## src/rtl/tp10_guard_pkg.sv

```systemverilog
package tp10_guard_pkg;

  typedef enum logic {
    JG_TRACK = 1'b0,
    JG_CUT   = 1'b1
  } jg_state_t;

  typedef enum logic [1:0] {
    SQ_IDLE  = 2'd0,
    SQ_WAIT  = 2'd1,
    SQ_PULSE = 2'd2
  } sq_state_t;

endpackage

```

## src/rtl/tp10_jab_guard.sv

```systemverilog
module tp10_jab_guard
  import tp10_guard_pkg::*;
#(
  parameter int JAB_LIMIT  = 200000,
  parameter int UNJAB_TIME = 5000000
) (
  input  logic clk,
  input  logic rst_n,
  input  logic tx_en_i,
  input  logic tick_i,
  input  logic jab_off_i,
  output logic jab_o
);

  localparam int MAXV = (JAB_LIMIT > UNJAB_TIME) ? JAB_LIMIT : UNJAB_TIME;
  localparam int CW   = $clog2(MAXV + 1);
  localparam logic [CW-1:0] JAB_LAST   = CW'(JAB_LIMIT - 1);
  localparam logic [CW-1:0] UNJAB_LAST = CW'(UNJAB_TIME - 1);

  jg_state_t     state;
  logic [CW-1:0] cnt;

  always_ff @(posedge clk) begin
    if (!rst_n || jab_off_i) begin
      state <= JG_TRACK;
      cnt   <= '0;
    end else begin
      case (state)
        JG_TRACK: begin
          // measure the length of the current transmission
          if (!tx_en_i) begin
            cnt <= '0;
          end else if (tick_i) begin
            if (cnt == JAB_LAST) begin
              state <= JG_CUT;
              cnt   <= '0;
            end else begin
              cnt <= cnt + 1'b1;
            end
          end
        end
        default: begin
          // recovery runs only while transmit is released
          if (tx_en_i) begin
            cnt <= '0;
          end else if (tick_i) begin
            if (cnt == UNJAB_LAST) begin
              state <= JG_TRACK;
              cnt   <= '0;
            end else begin
              cnt <= cnt + 1'b1;
            end
          end
        end
      endcase
    end
  end

  assign jab_o = (state == JG_CUT);

endmodule

```

## src/rtl/tp10_sqe_pulser.sv

```systemverilog
module tp10_sqe_pulser
  import tp10_guard_pkg::*;
#(
  parameter int HB_DELAY = 4,
  parameter int HB_LEN   = 10
) (
  input  logic clk,
  input  logic rst_n,
  input  logic tx_en_i,
  input  logic tick_i,
  input  logic hb_on_i,
  input  logic jab_i,
  output logic col_o
);

  localparam int MAXV = (HB_DELAY > HB_LEN) ? HB_DELAY : HB_LEN;
  localparam int CW   = $clog2(MAXV + 1);
  localparam logic [CW-1:0] DLY_LAST = CW'(HB_DELAY - 1);
  localparam logic [CW-1:0] LEN_LAST = CW'(HB_LEN - 1);

  sq_state_t     state;
  logic [CW-1:0] cnt;
  logic          tx_prev;
  logic          end_seen;

  // a packet ends normally: transmit falls while no jabber cut is active
  assign end_seen = tx_prev && !tx_en_i && !jab_i;

  always_ff @(posedge clk) begin
    if (!rst_n) begin
      tx_prev <= 1'b0;
    end else begin
      tx_prev <= tx_en_i;
    end
  end

  always_ff @(posedge clk) begin
    if (!rst_n || !hb_on_i || tx_en_i) begin
      state <= SQ_IDLE;
      cnt   <= '0;
    end else begin
      case (state)
        SQ_IDLE: begin
          if (end_seen) begin
            state <= SQ_WAIT;
            cnt   <= '0;
          end
        end
        SQ_WAIT: begin
          if (tick_i) begin
            if (cnt == DLY_LAST) begin
              state <= SQ_PULSE;
              cnt   <= '0;
            end else begin
              cnt <= cnt + 1'b1;
            end
          end
        end
        SQ_PULSE: begin
          if (tick_i) begin
            if (cnt == LEN_LAST) begin
              state <= SQ_IDLE;
              cnt   <= '0;
            end else begin
              cnt <= cnt + 1'b1;
            end
          end
        end
        default: begin
          state <= SQ_IDLE;
          cnt   <= '0;
        end
      endcase
    end
  end

  assign col_o = (state == SQ_PULSE);

endmodule

```

## src/rtl/tp10_tx_guard.sv

```systemverilog
module tp10_tx_guard #(
  parameter int JAB_LIMIT  = 200000,
  parameter int UNJAB_TIME = 5000000,
  parameter int HB_DELAY   = 4,
  parameter int HB_LEN     = 10
) (
  input  logic clk,
  input  logic rst_n,
  input  logic tx_en_i,
  input  logic bit_tick_i,
  input  logic jab_off_i,
  input  logic hb_on_i,
  output logic tx_en_o,
  output logic lpbk_ok_o,
  output logic col_o,
  output logic jab_o
);

  logic cut;

  tp10_jab_guard #(
    .JAB_LIMIT (JAB_LIMIT),
    .UNJAB_TIME(UNJAB_TIME)
  ) u_jab (
    .clk      (clk),
    .rst_n    (rst_n),
    .tx_en_i  (tx_en_i),
    .tick_i   (bit_tick_i),
    .jab_off_i(jab_off_i),
    .jab_o    (cut)
  );

  tp10_sqe_pulser #(
    .HB_DELAY(HB_DELAY),
    .HB_LEN  (HB_LEN)
  ) u_sqe (
    .clk    (clk),
    .rst_n  (rst_n),
    .tx_en_i(tx_en_i),
    .tick_i (bit_tick_i),
    .hb_on_i(hb_on_i),
    .jab_i  (cut),
    .col_o  (col_o)
  );

  assign tx_en_o   = tx_en_i && !cut;
  assign lpbk_ok_o = !cut;
  assign jab_o     = cut;

endmodule

```

## config.mk

```make
export PLATFORM = sky130hd
export DESIGN_NAME = tp10_tx_guard
export DESIGN_NICKNAME = d
export VERILOG_FILES = /design/src/rtl/tp10_guard_pkg.sv /design/src/rtl/tp10_jab_guard.sv /design/src/rtl/tp10_sqe_pulser.sv /design/src/rtl/tp10_tx_guard.sv
export SDC_FILE = /design/constraint.sdc
export NUM_CORES = 1
export LEC_CHECK = 0
export ABC_CLOCK_PERIOD_IN_PS = 4730
export BUFFER_PORTS_ARGS = -buffer_cell sky130_fd_sc_hd__buf_4
export CAP_MARGIN = 20
export CELL_PAD_IN_SITES_DETAIL_PLACEMENT = 1
export CELL_PAD_IN_SITES_GLOBAL_PLACEMENT = 2
export CORE_UTILIZATION = 33
export DETAILED_ROUTE_END_ITERATION = 10
export PLACE_DENSITY = 0.82
export RECOVER_POWER = 50
export SYNTH_ARGS = -nofsm -noshare
export SYNTH_HDL_FRONTEND = slang
export SYNTH_SLANG_ARGS = --single-unit
```

## constraint.sdc

```tcl
create_clock -name clk -period 4.73 [get_ports clk]
set_input_delay 0.2365 -clock clk [delete_from_list [all_inputs] [get_ports clk]]
set_output_delay 0.2365 -clock clk [all_outputs]
set_load 0.1 [all_outputs]
```

==> Word level (Yosys, flattened, before mapping) <==
Index checks and enable logic that the tools add are counted.
{ "op_classes": {"n_addsub": 2, "eq_ne": 13, "mux": 26, "n_reduce_logical": 14} }
{ "ops": {"columns": ["cell", "n"], "rows": [
  ["$mux W23", 7],
  ["$add A23 B1 Y23 const B", 1],
  ["$eq A23 B18 Y1 const B", 1],
  ["$eq A23 B23 Y1 const B", 1],
  ["$mux W4", 5],
  ["$pmux W4 S3", 1],
  ["$mux W2", 5],
  ["$mux W1", 7],
  ["$ne A2 B1 Y1 const B", 3],
  ["$pmux W2 S3", 1],
  ["$reduce_and A5 Y1", 1],
  ["$add A4 B1 Y4 const B", 1],
  ["$eq A4 B2 Y1 const B", 1],
  ["$eq A4 B4 Y1 const B", 1],
  ["$logic_not A1 Y1", 4],
  ["$ne A2 B2 Y1 const B", 2],
  ["$logic_and A1 B1 Y1", 3],
  ["$logic_or A1 B1 Y1", 3],
  ["$ne A3 B1 Y1 const B", 1],
  ["$ne A3 B3 Y1 const B", 1],
  ["$reduce_and A3 Y1", 1],
  ["$eq A2 B1 Y1 const B", 1],
  ["$eq A2 B2 Y1 const B", 1],
  ["$logic_not A2 Y1", 1],
  ["$reduce_and A2 Y1", 1]
]} }
{ "word_totals": {"reg_bits": 31, "inputBits": 6, "word_cells": 60} }

==> Logic depth before layout (Yosys ltp) <==
{ "depth": {"word_depth": 5, "mapped_depth": 7} }

==> By module <==
From an unflattened synthesis, not the netlist that was laid out.
{ "unflattened": {"hier_cells": 184, "hier_area_um2": 1707.9} }
{ "modules_own_cells": {"columns": ["mod", "instances", "cells_each", "area_per_inst_um2", "seq_area_each_um2"], "rows": [
  ["tp10_jab_guard", 1, 133, 1186.1, 480.5],
  ["tp10_sqe_pulser", 1, 49, 511.7, 140.1],
  ["tp10_tx_guard", 1, 2, 10.0, 0.0]
]} }

==> Least setup slack after synthesis <==
OpenSTA, ideal clock, no wires.
{ "synth_path": {"kind": "register -> register", "from": "register u_jab.state (netlist: u_jab.jab_o)", "to": "register u_jab.cnt[8]", "setup_time_ns": 0.065, "arrival_ns": 3.089, "required_ns": 4.665, "path_slack_ns": 1.576, "stages_incl_launch_ff": 6, "path_buffers": 1, "period_less_slack_ns": 3.154, "cell_sequence": "dfxtp_1 nor2b_1 a21boi_1 o31ai_4 buf_6 nor2_1"} }
{ "synth_between": {"elab_chain_len": 2, "elab_cells_between_ends": 4, "cone_classes": "2 x eq/ne; 1 x mux; 1 x reduce/logical"} }
{ "synth_rtl": {"columns": ["element", "line", "rtl"], "rows": [
  ["start: declaration", "tp10_jab_guard.sv:20", "jg_state_t state;"],
  ["start signal: assignment", "tp10_jab_guard.sv:25", "state <= JG_TRACK;"],
  ["start signal: assignment", "tp10_jab_guard.sv:35", "state <= JG_CUT;"],
  ["start signal: assignment", "tp10_jab_guard.sv:48", "state <= JG_TRACK;"],
  ["$ne A3 B1 Y1 (no source line) / $ne A3 B3 Y1 (equally long branches)", null, null],
  ["$reduce_and A2 Y1 (no source line)", null, null],
  ["end signal: assignment", "tp10_jab_guard.sv:38", "cnt <= cnt + 1'b1;"],
  ["end signal: assignment", "tp10_jab_guard.sv:51", "cnt <= cnt + 1'b1;"],
  ["end: declaration", "tp10_jab_guard.sv:21", "logic [CW-1:0] cnt;"]
]} }
Parallel ways exist; a longest one is shown, timed or not.
A chain may end at the register's enable or synchronous reset.

==> Final worst setup path <==
{ "layout_path": {"from": "register u_jab.cnt[20]", "to": "register u_jab.cnt[15]"} }
{ "layout_between": {"elab_chain_len": 5, "elab_cells_between_ends": 9, "cone_classes": "2 x eq/ne; 7 x mux"} }
{ "layout_rtl": {"columns": ["element", "line", "rtl"], "rows": [
  ["$eq A23 B18 Y1 / $eq A23 B23 Y1 (equally long branches)", "tp10_jab_guard.sv:34, tp10_jab_guard.sv:47", null],
  ["$mux W23, on equally long branches", "tp10_jab_guard.sv:34, tp10_jab_guard.sv:47", null],
  ["$mux W23, on equally long branches", "tp10_jab_guard.sv:33, tp10_jab_guard.sv:46", null],
  ["$mux W23, on equally long branches", "tp10_jab_guard.sv:31, tp10_jab_guard.sv:44", null],
  ["$mux W23 *", "tp10_jab_guard.sv:28", "case (state)"]
]} }
Mark *: on every way between the ends. The rest lies on a longest branch, timed or not. The select of a mux whose other input is x is not followed.

==> results.sh <==
export IMPL_final_max_slew_violation_count=0
export IMPL_groute_usage_overall_pct=16.7
export IMPL_area_delta_synth_final_pct=10.0
export IMPL_synth_top_family_by_area="simple AND/OR/NAND/NOR gates"
export IMPL_timing_critical_path_arrival_ns=3.36
export IMPL_gp_congestion=0.719
export IMPL_power_leakage_uw=0.000566
export IMPL_place_port_buffers=9
export IMPL_first_global_vias=1430
export IMPL_remaining_drc_errors=0
export IMPL_finalNonFillerCells=276
export IMPL_critical_path_cell_chain="or4_1 -> nor4b_1 -> a21boi_0 -> o31ai_4 -> nor2_1"
export IMPL_clock_sinks=31
export IMPL_path_max_fanout=19
export IMPL_synth_seq_area_share_pct=37.2
export IMPL_critical_path_slowest_cell="nor4b_1"
export IMPL_postPlaceCellArea_mm2=0.00180
export IMPL_placeableCoreArea_mm2=0.00479
export IMPL_sort_of_element_at_the_start_of_the_critical_path="flop"
export IMPL_critical_path_class="reg2reg"
export IMPL_place_hpwl_mm=2.83
export IMPL_synthesis_nets=209
export IMPL_ys_ff_latch=31
export IMPL_synth_lib_cells_used_distinct=40
export IMPL_clock_fmax_mhz=309
export IMPL_timing_clock_skew_ns=0.00461
export IMPL_cts_repair_timing_setup_buffer_count=0
export IMPL_drt_pass1_iter_count=4
export IMPL_result_of_the_run="completed"
export IMPL_timing_final_crit_share_pct=68.4
export IMPL_final_hold_viol_count=0
export IMPL_boundaryPins=10
export IMPL_route_final_wire_length_mm=3.88
export IMPL_ctsLongestPathBuffers=2
export IMPL_vdd_drop_max_v=0.000178
export IMPL_period_needed_ns=3.24
export IMPL_finalNetCount=222
export IMPL_postRouteAntennaNets=0
export IMPL_timing_worst_slew_pin_value_ns=1.17
export IMPL_critical_path_max_stage_delay_ns=0.81
export IMPL_synth_fa_ha_area_share_pct=4.50
export IMPL_power_density_mw_per_mm2=259
export IMPL_layout_setup_ws_ns=1.49
export IMPL_holdBufCountCts=0
export IMPL_routed_via_count=1421
export IMPL_yosys_warnings=0
export IMPL_grt_first_pass_wirelength_mm=6.71
export IMPL_cp_data_required_time_ns=4.86
export IMPL_post_synth_inst_count=197
export IMPL_die_w_um=73.1
export IMPL_critPathTopFamily="simple AND/OR/NAND/NOR gates"
export IMPL_crit_path_capture_type="flop"
export IMPL_post_place_cells=270
export IMPL_htree_num_levels=2
export IMPL_critical_path_n_buffers_inverters=0
export IMPL_cts_repair_resize_count=0
export IMPL_dp_worst_setup_slack_ns=2.14
export IMPL_dieHeight_um=73.1
export IMPL_min_path_type="in2reg"
export IMPL_setup_viol=0
export IMPL_yosys_area_share_xor_xnor_pct=10.5
export IMPL_synth_compound_area_share_pct=9.22
export IMPL_finalSetupTns_ns=0
export IMPL_diodes_inserted=0
export IMPL_clk_latency_ns=0.28
export IMPL_slew_limit_headroom_pct=22.1
export IMPL_drive_gt1_share_pct=5.74
export IMPL_wl_per_cell_um=14.1
export IMPL_synthMuxAreaShare_pct=1.80
export IMPL_rsz0062_at_grt="no"
export IMPL_row_count=25
export IMPL_max_cap_violations=0
export IMPL_netlist_area_mm2=0.00167
export IMPL_most_used_cells_in_the_layout_excluding_fill_and_tap_cells="nor2_1 (35), dfxtp_1 (31), xnor2_1 (17), nand2_1 (13)"
export IMPL_cts_buffers_inserted=5
export IMPL_synth_async_reset_ratio_pct=0
export IMPL_synth_edf_count=0
export IMPL_root_buffer="clkbuf_8"
export IMPL_drtIter0Drc=21
export IMPL_dominantRegCellSynth="dfxtp_1"
export IMPL_clkSlewWorstSetupHoldPaths_ns=0.06
export IMPL_fill_cells=607
export IMPL_viasPerCell=5.15
export IMPL_layout_cell_area_non_filler_mm2=0.00184
export IMPL_synthesis_area_per_instance_um2=8.47
export IMPL_die_area_mm2=0.00535
export IMPL_globalRoute_totalOverflow=0
export IMPL_maximum_number_of_pins_on_one_net_before_global_route_repair=20
export IMPL_synth_simple_gate_area_share_pct=33.7
export IMPL_cts_tree="done"
export IMPL_initial_core_util_pct=34.9
export IMPL_most_common_library_cell_in_the_layout_ignoring_fill_and_taps="nor2_1"
export IMPL_antenna_found_initial=0
## cell type report
cell class              instances  area (um^2)  area share (%)
inverters                       9         33.8            1.84
flip-flops and latches         31          621            33.8
repair buffers                  9         48.8            2.66
multi-input cells             154          977            53.2
clock buffers                   6         72.6            3.95
well taps                      67         83.8            4.56
## sequential cells by signal, indices dropped and copies added, names as in the netlist
| register | count |
|---|---|
| u_jab.cnt | 23 |
| u_sqe.cnt | 4 |
| u_sqe.state | 2 |
| u_jab.jab_o | 1 |
| u_sqe.tx_prev | 1 |
## path summary, 6_finish.rpt
path                         startpoint                         end  slack (ns)  cells after the start
max reg2reg  u_jab.cnt[20]$_SDFFE_PP0P_  u_jab.cnt[15]$_SDFFE_PP0P_        1.49                      5
min                               rst_n    u_sqe.tx_prev$_SDFF_PN0_        0.20                      2
max          u_jab.cnt[20]$_SDFFE_PP0P_  u_jab.cnt[15]$_SDFFE_PP0P_        1.49                      5
min reg2reg   u_jab.cnt[1]$_SDFFE_PP0P_   u_jab.cnt[1]$_SDFFE_PP0P_        0.47                      2
## synth_stat cells, drive strengths merged, types with 2 or more instances
cell | n | area share, %
o21ai | 2 | 0.60
o22ai | 3 | 1.1
nand3b | 3 | 1.3
nand4 | 4 | 1.5
a21oi | 6 | 1.8
clkbuf | 2 | 0.45
ha | 6 | 4.5
dfxtp | 31 | 37
o2111ai | 2 | 1.0
nor3b | 2 | 0.90
nand3 | 9 | 2.7
a31oi | 2 | 0.75
xor2 | 3 | 1.6
nor2 | 35 | 7.9
nor4b | 2 | 1.9
nand4b | 2 | 1.0
or4 | 2 | 1.1
mux2i | 3 | 1.8
and3 | 5 | 1.9
nor3 | 7 | 2.1
nor4bb | 2 | 1.2
xnor2 | 17 | 8.9
nor4 | 6 | 2.2
nand2 | 13 | 2.9
inv | 9 | 2.0
nor2b | 4 | 1.5
and2 | 4 | 1.5
## where the power goes
group	switching (uW)	total [uW]	internal, uW
combinational	16.8	24.2	7.42
sequential	0.589	263	262
clock	90.2	188	97.8
## routing by layer
metal / up-vias / GRT usage (%) / part of all wire [%] / wire, um
met5: - / 0 / 0 / 0
met4: 0 / 7.19 / 1.4 / 53
met3: 6 / 4.14 / 2.2 / 85
met2: 9 / 28.5 / 49 / 1880
met1: 693 / 19.7 / 48 / 1860
li1: 713 / - / - / -
## cell families after synthesis
| logic type | Yosys count |
|---|---|
| simple gates | 104 |
| flops | 31 |
| fa+ha+maj | 6 |
| buf+inv | 12 |
| xor+xnor | 20 |
| compound gates | 21 |
| mux | 3 |
## metrics by stage
step / total power [uW] / utilization, % / hold slack (ns)
CTS: 488 / 39.2 / 0.194
global route: 498 / 38.4 / 0.200
floorplan: 286 / - / 0.358
global placement: 294 / 37.6 / 0.457
detailed placement: 294 / 37.6 / 0.471
finish: 475 / 38.4 / 0.202
Power figures use the tool's default switching activity.
